File: src/rtl/seg_xlate_pkg.sv
package seg_xlate_pkg;

   typedef enum logic [2:0] {
      FLT_NONE      = 3'd0,
      FLT_SEG_RANGE = 3'd1,
      FLT_INVALID   = 3'd2,
      FLT_LIMIT     = 3'd3,
      FLT_PERM      = 3'd4
   } flt_e;

   typedef enum logic [1:0] {
      ACC_READ  = 2'd0,
      ACC_WRITE = 2'd1,
      ACC_EXEC  = 2'd2,
      ACC_RSVD  = 2'd3
   } acc_e;

   localparam int PERM_W = 3;
   localparam int PERM_R = 0;
   localparam int PERM_WR = 1;
   localparam int PERM_X = 2;

endpackage

File: src/rtl/seg_table.sv
module seg_table #(
   parameter int SEG_COUNT = 16,
   parameter int OFF_W     = 16,
   parameter int PA_W      = 32,
   localparam int SEG_W    = $clog2(SEG_COUNT)
) (
   input  logic                              clk,
   input  logic                              rst_n,
   input  logic                              wr_en,
   input  logic [SEG_W-1:0]                  wr_idx,
   input  logic [PA_W-1:0]                   wr_base,
   input  logic [OFF_W-1:0]                  wr_limit,
   input  logic                              wr_valid,
   input  logic [seg_xlate_pkg::PERM_W-1:0]  wr_perm,
   input  logic [SEG_W-1:0]                  rd_idx,
   output logic [PA_W-1:0]                   rd_base,
   output logic [OFF_W-1:0]                  rd_limit,
   output logic                              rd_valid,
   output logic [seg_xlate_pkg::PERM_W-1:0]  rd_perm
);
   import seg_xlate_pkg::*;

   initial begin
      assert (SEG_COUNT >= 2) else $error("seg_table: SEG_COUNT must be at least 2");
   end

   logic [PA_W-1:0]   base_q  [SEG_COUNT];
   logic [OFF_W-1:0]  limit_q [SEG_COUNT];
   logic              vld_q   [SEG_COUNT];
   logic [PERM_W-1:0] perm_q  [SEG_COUNT];

   for (genvar g = 0; g < SEG_COUNT; g++) begin : g_entry
      logic hit_w;
      assign hit_w = wr_en && (wr_idx == SEG_W'(g));
      always_ff @(posedge clk or negedge rst_n) begin
         if (!rst_n) begin
            base_q[g]  <= '0;
            limit_q[g] <= '0;
            vld_q[g]   <= 1'b0;
            perm_q[g]  <= '0;
         end else if (hit_w) begin
            base_q[g]  <= wr_base;
            limit_q[g] <= wr_limit;
            vld_q[g]   <= wr_valid;
            perm_q[g]  <= wr_perm;
         end
      end
   end

   always_comb begin
      rd_base  = '0;
      rd_limit = '0;
      rd_valid = 1'b0;
      rd_perm  = '0;
      for (int i = 0; i < SEG_COUNT; i++) begin
         if (rd_idx == SEG_W'(i)) begin
            rd_base  = base_q[i];
            rd_limit = limit_q[i];
            rd_valid = vld_q[i];
            rd_perm  = perm_q[i];
         end
      end
   end

endmodule

File: src/rtl/seg_check.sv
module seg_check #(
   parameter int SEG_COUNT   = 16,
   parameter int OFF_W       = 16,
   parameter int PA_W        = 32,
   parameter bit SUPER_BYPASS = 1'b1,
   localparam int SEG_W      = $clog2(SEG_COUNT)
) (
   input  logic [SEG_W-1:0]                  seg,
   input  logic [OFF_W-1:0]                  off,
   input  logic [1:0]                        acc,
   input  logic                              super_mode,
   input  logic [SEG_W:0]                    seg_count,
   input  logic [PA_W-1:0]                   ent_base,
   input  logic [OFF_W-1:0]                  ent_limit,
   input  logic                              ent_valid,
   input  logic [seg_xlate_pkg::PERM_W-1:0]  ent_perm,
   output logic [PA_W-1:0]                   paddr,
   output seg_xlate_pkg::flt_e               code
);
   import seg_xlate_pkg::*;

   localparam int PAD_OFF = PA_W - OFF_W;
   localparam int PAD_RAW = PA_W - SEG_W - OFF_W;

   initial begin
      assert (PA_W >= SEG_W + OFF_W) else $error("seg_check: PA_W too narrow for pass-through");
   end

   logic            range_bad, perm_ok;
   logic [PA_W-1:0] sum_w, raw_w;
   flt_e            user_code;

   assign sum_w = ent_base + {{PAD_OFF{1'b0}}, off};
   if (PAD_RAW > 0) begin : g_raw_pad
      assign raw_w = {{PAD_RAW{1'b0}}, seg, off};
   end else begin : g_raw_nopad
      assign raw_w = {seg, off};
   end

   assign range_bad = ({1'b0, seg} >= seg_count) || ({1'b0, seg} >= (SEG_W+1)'(SEG_COUNT));

   always_comb begin
      case (acc_e'(acc))
         ACC_READ:  perm_ok = ent_perm[PERM_R];
         ACC_WRITE: perm_ok = ent_perm[PERM_WR];
         ACC_EXEC:  perm_ok = ent_perm[PERM_X];
         default:   perm_ok = 1'b0;
      endcase
   end

   always_comb begin
      if (range_bad)               user_code = FLT_SEG_RANGE;
      else if (!ent_valid)         user_code = FLT_INVALID;
      else if (off >= ent_limit)   user_code = FLT_LIMIT;
      else if (!perm_ok)           user_code = FLT_PERM;
      else                         user_code = FLT_NONE;
   end

   if (SUPER_BYPASS) begin : g_bypass
      always_comb begin
         if (super_mode) begin
            code  = FLT_NONE;
            paddr = raw_w;
         end else begin
            code  = user_code;
            paddr = (user_code == FLT_NONE) ? sum_w : '0;
         end
      end
   end else begin : g_always_check
      always_comb begin
         code  = user_code;
         paddr = (user_code == FLT_NONE) ? sum_w : '0;
      end
   end

endmodule

File: src/rtl/seg_resp_reg.sv
module seg_resp_reg #(
   parameter int PA_W = 32
) (
   input  logic                 clk,
   input  logic                 rst_n,
   input  logic                 in_valid,
   output logic                 in_ready,
   input  logic [PA_W-1:0]      in_paddr,
   input  seg_xlate_pkg::flt_e  in_code,
   output logic                 out_valid,
   input  logic                 out_ready,
   output logic [PA_W-1:0]      out_paddr,
   output seg_xlate_pkg::flt_e  out_code
);
   import seg_xlate_pkg::*;

   assign in_ready = !out_valid || out_ready;

   always_ff @(posedge clk or negedge rst_n) begin
      if (!rst_n) begin
         out_valid <= 1'b0;
         out_paddr <= '0;
         out_code  <= FLT_NONE;
      end else if (in_ready) begin
         out_valid <= in_valid;
         if (in_valid) begin
            out_paddr <= in_paddr;
            out_code  <= in_code;
         end
      end
   end

   // a stalled response stays put
   a_r1_hold_stalled: assert property (@(posedge clk) disable iff (!rst_n)
      (out_valid && !out_ready) |=> (out_valid && $stable(out_paddr) && $stable(out_code)));

   // an accepted request shows up on the next cycle
   a_r1_resp_next: assert property (@(posedge clk) disable iff (!rst_n)
      (in_valid && in_ready) |=> out_valid);

endmodule

File: src/rtl/seg_translator.sv
module seg_translator #(
   parameter int SEG_COUNT    = 16,
   parameter int OFF_W        = 16,
   parameter int PA_W         = 32,
   parameter bit SUPER_BYPASS = 1'b1,
   localparam int SEG_W       = $clog2(SEG_COUNT)
) (
   input  logic               clk,
   input  logic               rst_n,
   input  logic               tbl_wr_en,
   input  logic [SEG_W-1:0]   tbl_wr_idx,
   input  logic [PA_W-1:0]    tbl_wr_base,
   input  logic [OFF_W-1:0]   tbl_wr_limit,
   input  logic               tbl_wr_valid,
   input  logic [2:0]         tbl_wr_perm,
   input  logic [SEG_W:0]     seg_count,
   input  logic               req_valid,
   output logic               req_ready,
   input  logic [SEG_W-1:0]   req_seg,
   input  logic [OFF_W-1:0]   req_off,
   input  logic [1:0]         req_acc,
   input  logic               req_super,
   output logic               rsp_valid,
   input  logic               rsp_ready,
   output logic [PA_W-1:0]    rsp_paddr,
   output logic               rsp_fault,
   output logic [2:0]         rsp_code
);
   import seg_xlate_pkg::*;

   initial begin
      assert (OFF_W >= 1 && OFF_W < PA_W) else $error("seg_translator: OFF_W out of range");
   end

   logic [PA_W-1:0]   ent_base;
   logic [OFF_W-1:0]  ent_limit;
   logic              ent_valid;
   logic [PERM_W-1:0] ent_perm;
   logic [PA_W-1:0]   chk_paddr;
   flt_e              chk_code, out_code;

   seg_table #(.SEG_COUNT(SEG_COUNT), .OFF_W(OFF_W), .PA_W(PA_W)) u_table (
      .clk(clk), .rst_n(rst_n),
      .wr_en(tbl_wr_en), .wr_idx(tbl_wr_idx), .wr_base(tbl_wr_base),
      .wr_limit(tbl_wr_limit), .wr_valid(tbl_wr_valid), .wr_perm(tbl_wr_perm),
      .rd_idx(req_seg), .rd_base(ent_base), .rd_limit(ent_limit),
      .rd_valid(ent_valid), .rd_perm(ent_perm)
   );

   seg_check #(.SEG_COUNT(SEG_COUNT), .OFF_W(OFF_W), .PA_W(PA_W),
               .SUPER_BYPASS(SUPER_BYPASS)) u_check (
      .seg(req_seg), .off(req_off), .acc(req_acc), .super_mode(req_super),
      .seg_count(seg_count), .ent_base(ent_base), .ent_limit(ent_limit),
      .ent_valid(ent_valid), .ent_perm(ent_perm),
      .paddr(chk_paddr), .code(chk_code)
   );

   seg_resp_reg #(.PA_W(PA_W)) u_resp (
      .clk(clk), .rst_n(rst_n),
      .in_valid(req_valid), .in_ready(req_ready),
      .in_paddr(chk_paddr), .in_code(chk_code),
      .out_valid(rsp_valid), .out_ready(rsp_ready),
      .out_paddr(rsp_paddr), .out_code(out_code)
   );

   assign rsp_code  = out_code;
   assign rsp_fault = (out_code != FLT_NONE);

   // out-of-range segment wins over every other fault
   a_r3_range_first: assert property (@(posedge clk) disable iff (!rst_n)
      (req_valid && req_ready && !req_super && ({1'b0, req_seg} >= seg_count))
      |=> (rsp_code == 3'd1));

   // a faulting response never carries an address
   a_r7_fault_no_addr: assert property (@(posedge clk) disable iff (!rst_n)
      (rsp_valid && rsp_fault) |-> (rsp_paddr == '0));

   // supervisor requests never fault
   a_r8_super_clean: assert property (@(posedge clk) disable iff (!rst_n)
      (SUPER_BYPASS && req_valid && req_ready && req_super) |=> (rsp_code == 3'd0));

   // reserved access type never succeeds in user mode
   a_r6_rsvd_refused: assert property (@(posedge clk) disable iff (!rst_n)
      (req_valid && req_ready && !req_super && req_acc == 2'd3) |=> (rsp_code != 3'd0));

endmodule

File: config.mk
export PLATFORM = sky130hd
export DESIGN_NAME = seg_translator
export DESIGN_NICKNAME = d
export VERILOG_FILES = /design/src/rtl/seg_xlate_pkg.sv /design/src/rtl/seg_table.sv /design/src/rtl/seg_check.sv /design/src/rtl/seg_resp_reg.sv /design/src/rtl/seg_translator.sv
export SDC_FILE = /design/constraint.sdc
export NUM_CORES = 1
export LEC_CHECK = 0
export BUFFER_PORTS_ARGS = -buffer_cell sky130_fd_sc_hd__buf_4
export CAP_MARGIN = 20
export CELL_PAD_IN_SITES_DETAIL_PLACEMENT = 0
export CELL_PAD_IN_SITES_GLOBAL_PLACEMENT = 2
export CORE_ASPECT_RATIO = 0.9
export CORE_MARGIN = 3
export CORE_UTILIZATION = 40
export CTS_CLUSTER_DIAMETER = 120
export CTS_CLUSTER_SIZE = 30
export DETAILED_ROUTE_END_ITERATION = 12
export PLACE_DENSITY = 0.84
export REMOVE_ABC_BUFFERS = 1
export SYNTH_ARGS = -nofsm -noshare
export SYNTH_HDL_FRONTEND = slang
export SYNTH_SLANG_ARGS = --single-unit
File: constraint.sdc
create_clock -name clk -period 3.7 [get_ports clk]
set_input_delay 0.185 -clock clk [delete_from_list [all_inputs] [get_ports clk]]
set_output_delay 0.185 -clock clk [all_outputs]
set_load 0.005 [all_outputs]
==> results of run 1 <==
-- flip-flops by register name (all words and copies together) (netlist names) --
name,cells
u_resp.out_code,3
u_table.base_q,512
u_table.limit_q,256
u_table.vld_q,16
u_table.perm_q,48
u_resp.out_valid,1
u_resp.out_paddr,32
-- power by group through the flow --
stage                     logic (mW)  registers [mW]  clock network, mW
after floorplan                 3.32            12.5                  0
after global placement          5.09            12.9                  0
after detailed placement        5.21            12.9                  0
after CTS                       5.37            12.7               5.01
after global routing            5.88            13.0               5.30
final                           5.42            12.8               4.88
-- path summary, 6_finish.rpt --
check / to / cells after the start / slack (ns)
worst max-delay path: u_resp.out_paddr[6] / 18 / -0.32
worst min-delay path: u_resp.out_paddr[8] / 3 / 0.02
worst max register to register: u_resp.out_paddr[6] / 18 / -0.32
worst min register to register: u_resp.out_paddr[5] / 1 / 0.50
max in group asynchronous: u_table.limit_q[194] / 3 / 2.18
min in group asynchronous: u_table.base_q[109] / 2 / 0.07
-- cell usage in the layout, fill, tap and decap left out, types with 10 or more instances in the layout --
master / netlist / layout
a31oi_1: 19 / 18
o211ai_1: 12 / 12
nand2b_1: 18 / 16
a22o_1: 21 / 21
clkbuf_16: 0 / 35
o22ai_1: 25 / 23
inv_1: 18 / 18
nor2_2: 2 / 10
dlygate4sd3_1: 0 / 65
nor2b_1: 24 / 20
nand3b_1: 18 / 18
nor2_1: 145 / 127
buf_12: 1 / 42
nor2_4: 0 / 10
a21oi_1: 130 / 126
mux4_2: 30 / 30
a222oi_1: 15 / 15
mux2i_1: 61 / 61
dfrtp_1: 868 / 868
a22oi_1: 65 / 59
xnor2_1: 15 / 15
nand2_1: 139 / 131
mux2_2: 856 / 856
o221ai_1: 22 / 19
o21a_1: 19 / 18
ha_1: 36 / 33
buf_4: 19 / 434
o22a_1: 11 / 11
nand3_1: 30 / 28
o21ai_0: 135 / 118
a221oi_1: 55 / 50
-- per-stage QoR --
stage	hold slack [ns]	setup slack, ns
2_1_floorplan	-0.1106	-0.5045
3_3_place_gp	0.1196	-0.8183
3_5_place_dp	0.1234	-0.8555
4_1_cts	0.01130	-0.2475
5_1_grt	0.03924	-0.3975
6_report	0.02436	-0.3179
-- synthesized netlist by cell type (8+ instances only) --
cell type	count	area [sq um]
nor2_1	145	544.3
nor3_1	9	45.04
o21ai_0	135	675.7
a221o_1	8	80.08
o22ai_1	25	156.4
o31ai_1	10	75.07
nand2_1	139	521.8
a31oi_1	19	118.9
nor2b_1	24	150.1
o21a_1	19	142.6
mux2_2	856	9639
a222oi_1	15	150.1
a21o_1	9	67.56
buf_1	9	33.78
and3_1	9	56.30
or3_1	10	62.56
xnor2_1	15	131.4
o22a_1	11	96.34
o221ai_1	22	192.7
buf_6	10	112.6
mux2i_1	61	610.6
mux4_2	30	675.7
o211ai_1	12	90.09
nand2b_1	18	112.6
clkbuf_1	199	747.0
a22oi_1	65	488.0
a221oi_1	55	481.7
a22o_1	21	183.9
a21oi_1	130	650.6
buf_4	19	142.6
nand3b_1	18	135.1
dfrtp_1	868	21720
inv_1	18	67.56
a211oi_1	9	67.56
nand3_1	30	150.1
buf_2	34	170.2
ha_1	36	450.4
-- cells by family (layout without fill, tap and decap cells) --
logic type | count (synthesis) | after routing | synth area share
AO/OA/AOI/OAI | 621 | 621 | 0.1032
adder cells (fa/ha/maj) | 37 | 37 | 0.01143
other | 0 | 2 | 0
flip-flops | 868 | 868 | 0.5278
XOR/XNOR | 22 | 22 | 0.004682
AND/OR/NAND/NOR | 454 | 454 | 0.05454
buffers and inverters | 293 | 609 | 0.03226
multiplexers | 948 | 948 | 0.2661
-- area by class of cell --
cell class | count | area (sq um)
diodes | 2 | 5.005
flip-flops and latches | 868 | 21720
well taps | 1344 | 1682
repair buffers | 550 | 4878
clock inverters | 5 | 86.33
multi-input cells | 2082 | 18590
fillers | 9104 | 53110
inverters | 19 | 71.32
clock buffers | 35 | 875.8
-- what timing repair did --
item                                   in CTS  in global routing
gates cloned                                1                  0
setup endpoints to repair                  32                 32
hold buffers                               65                  0
pin swaps                                  23                 34
endpoints found under the hold margin     952                  0
resized for setup                          56                 36
setup buffers                               4                  4
-- per-layer routing --
metal | up-vias | track usage | share of wire
met5 | - | 0 | 0.000059
met4 | 2 | 0.05912 | 0.026
met3 | 189 | 0.05226 | 0.080
met2 | 1033 | 0.3879 | 0.45
met1 | 15400 | 0.3615 | 0.44
li1 | 12540 | - | -
-- worst min-delay path: cells and delay by family --
kind                   cells  cell delay, ns
buffers and inverters      1            0.16
AO/OA/AOI/OAI              2            0.25
==> flow_metrics.py, run 1 <==
metrics = {
    "outcome": {
        "outcome": "finished with violations",
        "violations": "negative setup slack",
    },
    "power_and_ir_drop": {
        "vdd_drop_max_mv": 0.2916,
        "clkPwrFrac": 0.211,
        "switching_power_mw": 6.637,
        "p_comb_frac": 0.235,
        "p_seq_frac": 0.554,
        "p_sw_frac": 0.2875,
        "cellInternalPower_mw": 16.45,
        "p_per_area_mw_per_mm2": 481.9,
        "p_total_mw": 23.09,
        "leakage_nw": 20.75,
    },
    "critical_path": {
        "reg2reg_from": "u_table.limit_q[198]",
        "worst_path_largest_cell_delay_ns": 0.52,
        "crit_fanout": 5,
        "critPathLaunch": "u_table.limit_q[198]",
        "critPathBufInv": 2,
        "slowest_stage": "mux4_2",
        "worstSetupPathType": "reg2reg",
        "required_ns": 4.24,
        "end_kind": "flip-flop",
        "crit_family": "compound AO/OA/AOI/OAI gates",
        "crit_path_start_kind": "flip-flop",
        "crit_chain": "mux4_2 -> a222oi_1 -> and3_1 -> nor2_2 -> a31oi_2 -> o221ai_2 -> a21oi_2 -> ha_2 -> o21a_1 -> nor2_1 -> nor3_2 -> a21oi_1 -> buf_4 -> and3_4 -> nand2_4 -> buf_8 -> or3b_1 -> a21oi_2",
        "critPathMostFrequentCell": "a21oi_2",
        "crit_arrival_ns": 4.56,
    },
    "synth": {
        "yosysWarnings": 0,
        "syn_area_sq_mm": 0.04115,
        "syn_area_per_cell_sq_um": 12.69,
        "synthArstFlopShare": 1.000,
        "synth_seq_cells": 868,
        "synth_cells": 3243,
        "synth_cell_types": 93,
        "synthFlopType": "dfrtp_1",
        "synth_enable_flop_cells": 0,
        "synth.yosys.seq_area_share": 0.5278,
    },
    "global_route": {
        "grt_usage": 0.2504,
        "grt_pass1_wl_microns": 198900,
        "grt_overflow": 0,
        "grt_max_degree": 192,
        "grt_pass1_vias": 29050,
        "antenna_found_initial": 4,
    },
    "drt": {
        "via_per_inst": 5.946,
        "wl_per_cell_microns": 27.53,
        "ant_nets": 0,
        "totalWireLength_microns": 135000,
        "vias": 29160,
        "drc_errors": 0,
        "first_iter_violations": 2878,
        "drt-pass1-iter-count": 6,
    },
    "sta": {
        "timing.final.max_slew_violations": 0,
        "tightestPinTransition_ns": 1.199,
        "setup_slack_ns": -0.3179,
        "setup_tns_ns": -6.575,
        "grt_setup_unrepaired": "true",
        "final.period_utilization": 1.086,
        "skew_ns": 0.04210,
        "relSlewSlack": 0.2009,
        "fmax_mhz": 248.9,
        "final-setup-viol-count": 32,
        "hold_viol_final": 0,
        "period_minus_slack_ns": 4.018,
    },
    "placed_design": {
        "postPlaceCellArea_sq_mm": 0.04588,
        "dpl.hpwl_microns": 90220,
        "dp_cells": 4793,
        "gp_congestion": 0.8828,
        "port_buffers": 126,
    },
    "floorplanning": {
        "pin_count": 127,
        "start_util": 0.4074,
        "num_rows": 110,
        "core-area_sq_mm": 0.1010,
        "dieArea_sq_mm": 0.1068,
        "fp.dieW_microns": 344.1,
        "chipHeight_microns": 310.3,
    },
    "layout": {
        "drive_gt1_frac": 0.4265,
        "final_core_util": 0.4743,
        "final_cell_area_sq_mm": 0.04791,
        "stdcell_count": 4905,
        "nets": 3682,
        "syn_to_final_growth_pct": 16.42,
    },
    "clock_network": {
        "htree_levels": 2,
        "cts_buffer_depth": 3,
        "cts-root-buf": "clkbuf_16",
        "clock_latency_ns": 0.63,
        "cts.reportedPaths.clkPinSlew_ns": 0.12,
        "cts.sinks": 868,
        "cts_tree": "done",
        "numCtsBuffers": 35,
    },
    "worst_hold_path": {
        "min_path_type": "in2reg",
        "worstHoldStart": "req_off[8]",
    },
    "job": {
        "cap_violations": 0,
    },
}
(Power assumes the default switching activity.)
==> run 2: changes to the inputs <==
--- a/config.mk
+++ b/config.mk
@@ -7,7 +7,7 @@
 export LEC_CHECK = 0
 export BUFFER_PORTS_ARGS = -buffer_cell sky130_fd_sc_hd__buf_4
 export CAP_MARGIN = 20
-export CELL_PAD_IN_SITES_DETAIL_PLACEMENT = 0
+export CELL_PAD_IN_SITES_DETAIL_PLACEMENT = 1
 export CELL_PAD_IN_SITES_GLOBAL_PLACEMENT = 2
 export CORE_ASPECT_RATIO = 0.9
 export CORE_MARGIN = 3
==> run 2 against run 1 <==
Compared with the run above:
- the run still ends with negative setup slack left
- register-to-register slack better by 0.08 ns
- global-route usage increased by 1.5 points
- final area increased by 0.40%
- via count up 1.6%
- utilization rose by 0.19 points
- maximum frequency grew 1.9%
- sequential share of layout area fell by 0.18 points
- final cell count grew 0.10%
- clock power increased by 1%
- critical endpoint is now u_resp.out_paddr[28]
==> flow_metrics.py, run 2 (synthesis results as in run 1) <==
metrics = {
    "drt": {
        "drt-pass1-iter-count": 6,
        "drc_errors": 0,
        "wl_per_cell_microns": 29.24,
        "first_iter_violations": 2869,
        "vias": 29640,
        "via_per_inst": 6.037,
        "ant_nets": 0,
        "totalWireLength_microns": 143600,
    },
    "layout": {
        "fill_cells": 10350,
        "stdcell_count": 4910,
        "drive_gt1_frac": 0.4304,
        "syn_to_final_growth_pct": 16.88,
        "nets": 3688,
        "multiInputGateArea_sq_mm": 0.01869,
        "largest-register": "u_table.base_q",
        "final_cell_area_sq_mm": 0.04810,
        "layout_common_cells": "dfrtp_1, mux2_2, buf_4",
        "seqCellArea_sq_mm": 0.02172,
        "final_core_util": 0.4761,
        "largest_register_ffs": 512,
        "reg_top3": "u_table.base_q x512, u_table.limit_q x256, u_table.perm_q x48",
        "mostFrequentLayoutCell": "dfrtp_1",
    },
    "critical_path": {
        "worstSetupPathType": "reg2reg",
        "reg2regPathDepth": 18,
        "required_ns": 4.25,
        "reg2reg_from": "u_table.base_q[394]",
        "crit_path_start_kind": "flip-flop",
        "critPathBufInv": 2,
        "crit_fanout": 6,
        "end_kind": "flip-flop",
        "r2r_end": "u_resp.out_paddr[28]",
        "crit_arrival_ns": 4.50,
        "crit_family": "compound AO/OA/AOI/OAI gates",
        "crit_chain": "mux4_2 -> a222oi_1 -> nand4_1 -> o21ai_1 -> a31oi_1 -> a221o_1 -> ha_1 -> o21a_1 -> o21a_2 -> o21ai_2 -> a31oi_1 -> buf_4 -> o21ai_4 -> nor2_1 -> buf_4 -> nand4b_1 -> o21a_1 -> o31ai_2",
        "worst_path_largest_cell_delay_ns": 0.48,
        "slowest_stage": "mux4_2",
        "reg2reg_slack_ns": -0.24,
    },
    "clock_network": {
        "cts_tree": "done",
        "htree_levels": 2,
        "cts_buffer_depth": 3,
        "clock_latency_ns": 0.64,
        "cts-root-buf": "clkbuf_16",
        "cts.reportedPaths.clkPinSlew_ns": 0.12,
        "cts.sinks": 868,
        "numCtsBuffers": 35,
    },
    "outcome": {
        "outcome": "finished with violations",
        "violations": "negative setup slack",
    },
    "sta": {
        "final.period_utilization": 1.066,
        "period_minus_slack_ns": 3.943,
        "hold-worst-slack_ns": 0.01772,
        "grt_setup_unrepaired": "true",
        "tightestPinTransition_ns": 1.175,
        "setup_slack_ns": -0.2428,
        "fmax_mhz": 253.6,
        "timing.final.max_slew_violations": 0,
        "setup_tns_ns": -4.383,
        "hold_viol_final": 0,
        "relSlewSlack": 0.2169,
        "final-setup-viol-count": 32,
        "skew_ns": 0.05202,
    },
    "job": {
        "cap_violations": 0,
    },
    "floorplanning": {
        "num_rows": 110,
        "chipHeight_microns": 310.3,
        "start_util": 0.4074,
        "core-area_sq_mm": 0.1010,
        "pin_count": 127,
        "dieArea_sq_mm": 0.1068,
        "fp.dieW_microns": 344.1,
    },
    "worst_hold_path": {
        "min_path_type": "in2reg",
        "whs_endpoint": "u_resp.out_paddr[8]",
        "holdPathStages": 3,
        "worstHoldStart": "req_off[8]",
    },
    "global_route": {
        "antenna_found_initial": 5,
        "grt_max_degree": 192,
        "grt_pass1_vias": 31540,
        "grt_pass1_wl_microns": 211600,
        "grt_usage": 0.2650,
        "grt_overflow": 0,
    },
    "placed_design": {
        "port_buffers": 126,
        "postPlaceCellArea_sq_mm": 0.04588,
        "pre_cts_ws_ns": -0.9119,
        "dpl.hpwl_microns": 96550,
        "gp_congestion": 0.8828,
        "dp_cells": 4793,
    },
    "power_and_ir_drop": {
        "leakage_nw": 20.82,
        "p_total_mw": 23.41,
        "vdd_drop_max_mv": 0.2820,
        "p_per_area_mw_per_mm2": 486.7,
    },
}
-- run 2: cell count changes in the layout (fill, tap and decap cells not counted), sizes merged --
| cell | previous run | this run |
|---|---|---|
| clkbuf | 35 | 38 |
| buf | 485 | 490 |
| inv | 22 | 20 |
| bufinv | 1 | 0 |
-- run 2: worst reg2reg max path: stages, from the launching register on --
cell	delay (ns)
dfrtp_1	0.42
mux4_2	0.48
a222oi_1	0.32
nand4_1	0.13
o21ai_1	0.11
a31oi_1	0.09
a221o_1	0.30
ha_1	0.31
o21a_1	0.16
o21a_2	0.21
o21ai_2	0.08
a31oi_1	0.16
buf_4	0.17
o21ai_4	0.06
nor2_1	0.13
buf_4	0.16
nand4b_1	0.19
o21a_1	0.24
o31ai_2	0.16
-- run 2: cell type report --
| type | count | share of cell area |
|---|---|---|
| diodes | 2 | 0.0001040 |
| multi-input cells | 2082 | 0.3886 |
| repair buffers | 556 | 0.1033 |
| clock inverters | 2 | 0.0007543 |
| well taps | 1344 | 0.03496 |
| flip-flops and latches | 868 | 0.4516 |
| inverters | 19 | 0.001483 |
| clock buffers | 37 | 0.01925 |
-- run 2: how the worst max path moves through the flow --
stage                              from                   end  slack (ns)  cells past startpoint
floorplan                    req_seg[2]  u_resp.out_paddr[28]       -0.50                     19
global placement             req_seg[0]   u_resp.out_paddr[1]       -0.82                     22
detailed placement           req_seg[0]   u_resp.out_paddr[1]       -0.91                     22
CTS                 u_table.base_q[394]  u_resp.out_paddr[23]       -0.19                     16
global route        u_table.base_q[394]  u_resp.out_paddr[26]       -0.50                     18
finish              u_table.base_q[394]  u_resp.out_paddr[28]       -0.24                     18
-- run 2: power breakdown --
group          total (mW)  internal (mW)  switching, mW
combinational        5.59           3.04           2.55
clock                4.94           1.84           3.09
sequential           12.9           11.6           1.27
total                23.4           16.5           6.91
-- run 2: metal layers --
metal	GRT usage	share of wire
met5	0	0
met3	0.04212	0.067
met2	0.4265	0.47
met1	0.3732	0.44
met4	0.07360	0.027
-- run 2: timing repair --
| action | CTS | global route |
|---|---|---|
| pin swaps | 25 | 39 |
| hold buffers | 65 | 0 |
| resized for setup | 38 | 76 |
| hold endpoints to repair | 961 | 0 |
| setup buffers | 5 | 10 |
| gates cloned | 0 | 1 |
| endpoints found under the setup margin | 34 | 34 |
==> run 3: changes to the inputs <==
--- a/config.mk
+++ b/config.mk
@@ -17,6 +17,7 @@
 export DETAILED_ROUTE_END_ITERATION = 12
 export PLACE_DENSITY = 0.84
 export REMOVE_ABC_BUFFERS = 1
+export SETUP_SLACK_MARGIN = 0.15
 export SYNTH_ARGS = -nofsm -noshare
 export SYNTH_HDL_FRONTEND = slang
 export SYNTH_SLANG_ARGS = --single-unit
==> run 3 against run 2 <==
Compared with the run above:
- clock power hardly changed
- register-to-register slack worse by 0.11 ns
- the flow still finishes with violations (negative setup slack)
- sequential share of layout area stayed put
- die area stayed put
- setup slack worse by 0.11 ns
- maximum frequency is 2.7% lower
- sequential power hardly changed
- routed wire length is 0.20% higher
- final area stayed put
- highest routed layer unchanged
- critical endpoint is now u_resp.out_paddr[6]
==> flow_metrics.py, run 3 (synthesis results as in run 1) <==
metrics = {
    "power_and_ir_drop": {
        "p_seq_frac": 0.550,
        "leakage_nw": 20.82,
        "p_comb_frac": 0.239,
        "switching_power_mw": 6.911,
        "cellInternalPower_mw": 16.51,
        "vdd_drop_max_mv": 0.2767,
        "clkPwrFrac": 0.211,
        "p_per_area_mw_per_mm2": 487.0,
        "p_sw_frac": 0.2950,
    },
    "layout": {
        "reg_top3": "u_table.base_q x512, u_table.limit_q x256, u_table.perm_q x48",
        "stdcell_count": 4913,
        "drive_gt1_frac": 0.4302,
        "largest_register_ffs": 512,
        "mostFrequentLayoutCell": "dfrtp_1",
        "layout_common_cells": "dfrtp_1, mux2_2, buf_4",
        "syn_to_final_growth_pct": 16.88,
        "nets": 3690,
        "fill_cells": 10360,
        "largest-register": "u_table.base_q",
    },
    "placed_design": {
        "gp_congestion": 0.8828,
        "dpl.hpwl_microns": 96550,
        "dp_cells": 4793,
        "port_buffers": 126,
    },
    "drt": {
        "drt-pass1-iter-count": 5,
        "drc_errors": 0,
        "ant_nets": 0,
        "totalWireLength_microns": 143900,
        "wl_per_cell_microns": 29.28,
        "vias": 29670,
        "first_iter_violations": 2747,
        "via_per_inst": 6.040,
    },
    "clock_network": {
        "cts.sinks": 868,
        "clock_latency_ns": 0.63,
        "cts.reportedPaths.clkPinSlew_ns": 0.12,
        "cts_buffer_depth": 3,
        "htree_levels": 2,
        "numCtsBuffers": 35,
        "cts_tree": "done",
        "cts-root-buf": "clkbuf_16",
    },
    "outcome": {
        "violations": "negative setup slack",
        "outcome": "finished with violations",
    },
    "floorplanning": {
        "pin_count": 127,
        "core-area_sq_mm": 0.1010,
        "fp.dieW_microns": 344.1,
        "dieArea_sq_mm": 0.1068,
        "start_util": 0.4074,
        "num_rows": 110,
        "chipHeight_microns": 310.3,
    },
    "sta": {
        "period_minus_slack_ns": 4.054,
        "final.period_utilization": 1.096,
        "tightestPinTransition_ns": 1.117,
        "grt_setup_unrepaired": "true",
        "setup_slack_ns": -0.3542,
        "relSlewSlack": 0.2555,
        "skew_ns": 0.04550,
        "final-setup-viol-count": 32,
        "hold-worst-slack_ns": 0.005868,
        "hold_viol_final": 0,
        "setup_tns_ns": -8.210,
        "timing.final.max_slew_violations": 0,
        "fmax_mhz": 246.7,
    },
    "critical_path": {
        "worstSetupPathType": "reg2reg",
        "required_ns": 4.25,
        "end_kind": "flip-flop",
        "crit_arrival_ns": 4.60,
        "crit_path_start_kind": "flip-flop",
        "crit_fanout": 6,
    },
    "global_route": {
        "grt_usage": 0.2653,
        "grt_pass1_wl_microns": 210800,
        "grt_overflow": 0,
        "grt_max_degree": 192,
        "grt_pass1_vias": 31470,
        "antenna_found_initial": 6,
    },
    "worst_hold_path": {
        "min_path_type": "in2reg",
    },
    "job": {
        "cap_violations": 0,
    },
}
## run 3: cell types whose count changed in the layout (fill, tap and decap cells not counted), moves of 2 or more
cell / previous run / this run
buf_12: 44 / 42
buf_4: 433 / 435
buf_6: 9 / 13
buf_8: 4 / 2
o21ai_1: 9 / 11
xnor2_1: 12 / 14
xnor2_2: 3 / 1
## run 3: critical path, stage by stage (launching register included)
cell and delay [ns]:
dfrtp_1 0.41, mux4_2 0.51, a222oi_1 0.36, a21oi_1 0.12, o2bb2ai_1 0.21, nand2_1 0.16
ha_1 0.31, nor2b_1 0.22, o21ai_0 0.13, a21oi_1 0.17, o21ai_1 0.13, a21oi_1 0.20
buf_4 0.15, and3_4 0.20, nand2_4 0.06, buf_6 0.14, or3b_1 0.37, a21oi_2 0.13
## run 3: per-layer routing
| layer | share of wire | vias up | track usage |
|---|---|---|---|
| met3 | 0.073 | 226 | 0.05452 |
| met2 | 0.46 | 1014 | 0.4201 |
| met5 | 0 | - | 0 |
| met1 | 0.44 | 15900 | 0.3664 |
| li1 | - | 12530 | - |
| met4 | 0.034 | 0 | 0.08639 |
## run 3: final timing paths
path	from	to	slack, ns	cells after the start
max in group asynchronous	rst_n	u_table.base_q[474]	2.24	3
max	u_table.limit_q[192]	u_resp.out_paddr[6]	-0.35	17
min reg2reg	u_table.base_q[443]	u_table.base_q[443]	0.51	1
min	req_off[8]	u_resp.out_paddr[8]	0.006	3
max reg2reg	u_table.limit_q[192]	u_resp.out_paddr[6]	-0.35	17
min in group asynchronous	rst_n	u_table.base_q[109]	0.06	2
## run 3: metrics by stage
| step | instance area, sq um | utilization | worst slack [ns] | total power, mW |
|---|---|---|---|---|
| floorplan | 39900 | - | -0.5045 | 15.87 |
| global placement | 45880 | 0.4541 | -0.8183 | 17.94 |
| detailed placement | 45880 | 0.4541 | -0.9119 | 18.32 |
| CTS | 47710 | 0.4722 | -0.2531 | 23.34 |
| global route | 48090 | 0.4761 | -0.4815 | 24.52 |
| finish | 48100 | 0.4761 | -0.3542 | 23.42 |
## run 3: cell type report
class	count	area, sq um	share of cell area
multi-input combinational	2082	18700	0.3887
antenna	3	7.507	0.0001561
clock buffer	37	925.9	0.01925
sequential	868	21720	0.4516
timing repair buffer	558	4959	0.1031
clock inverter	2	36.28	0.0007543
tap	1344	1682	0.03496
inverter	19	71.32	0.001483
## run 3: power groups by stage
stage / registers, mW / clock network, mW / logic [mW]
CTS: 12.8 / 5.04 / 5.47
floorplan: 12.5 / 0 / 3.32
global placement: 12.9 / 0 / 5.09
finish: 12.9 / 4.93 / 5.60
global route: 13.1 / 5.36 / 6.05
detailed placement: 13.0 / 0 / 5.30
## run 3: timing repair
item                                   4_1_cts  5_1_grt
setup endpoints to repair                   35       35
cloned                                       0        1
pin swaps                                   23       48
endpoints found under the hold margin      961        0
setup buffers                                5        7
resized for setup                           42       72
hold buffers                                65        0
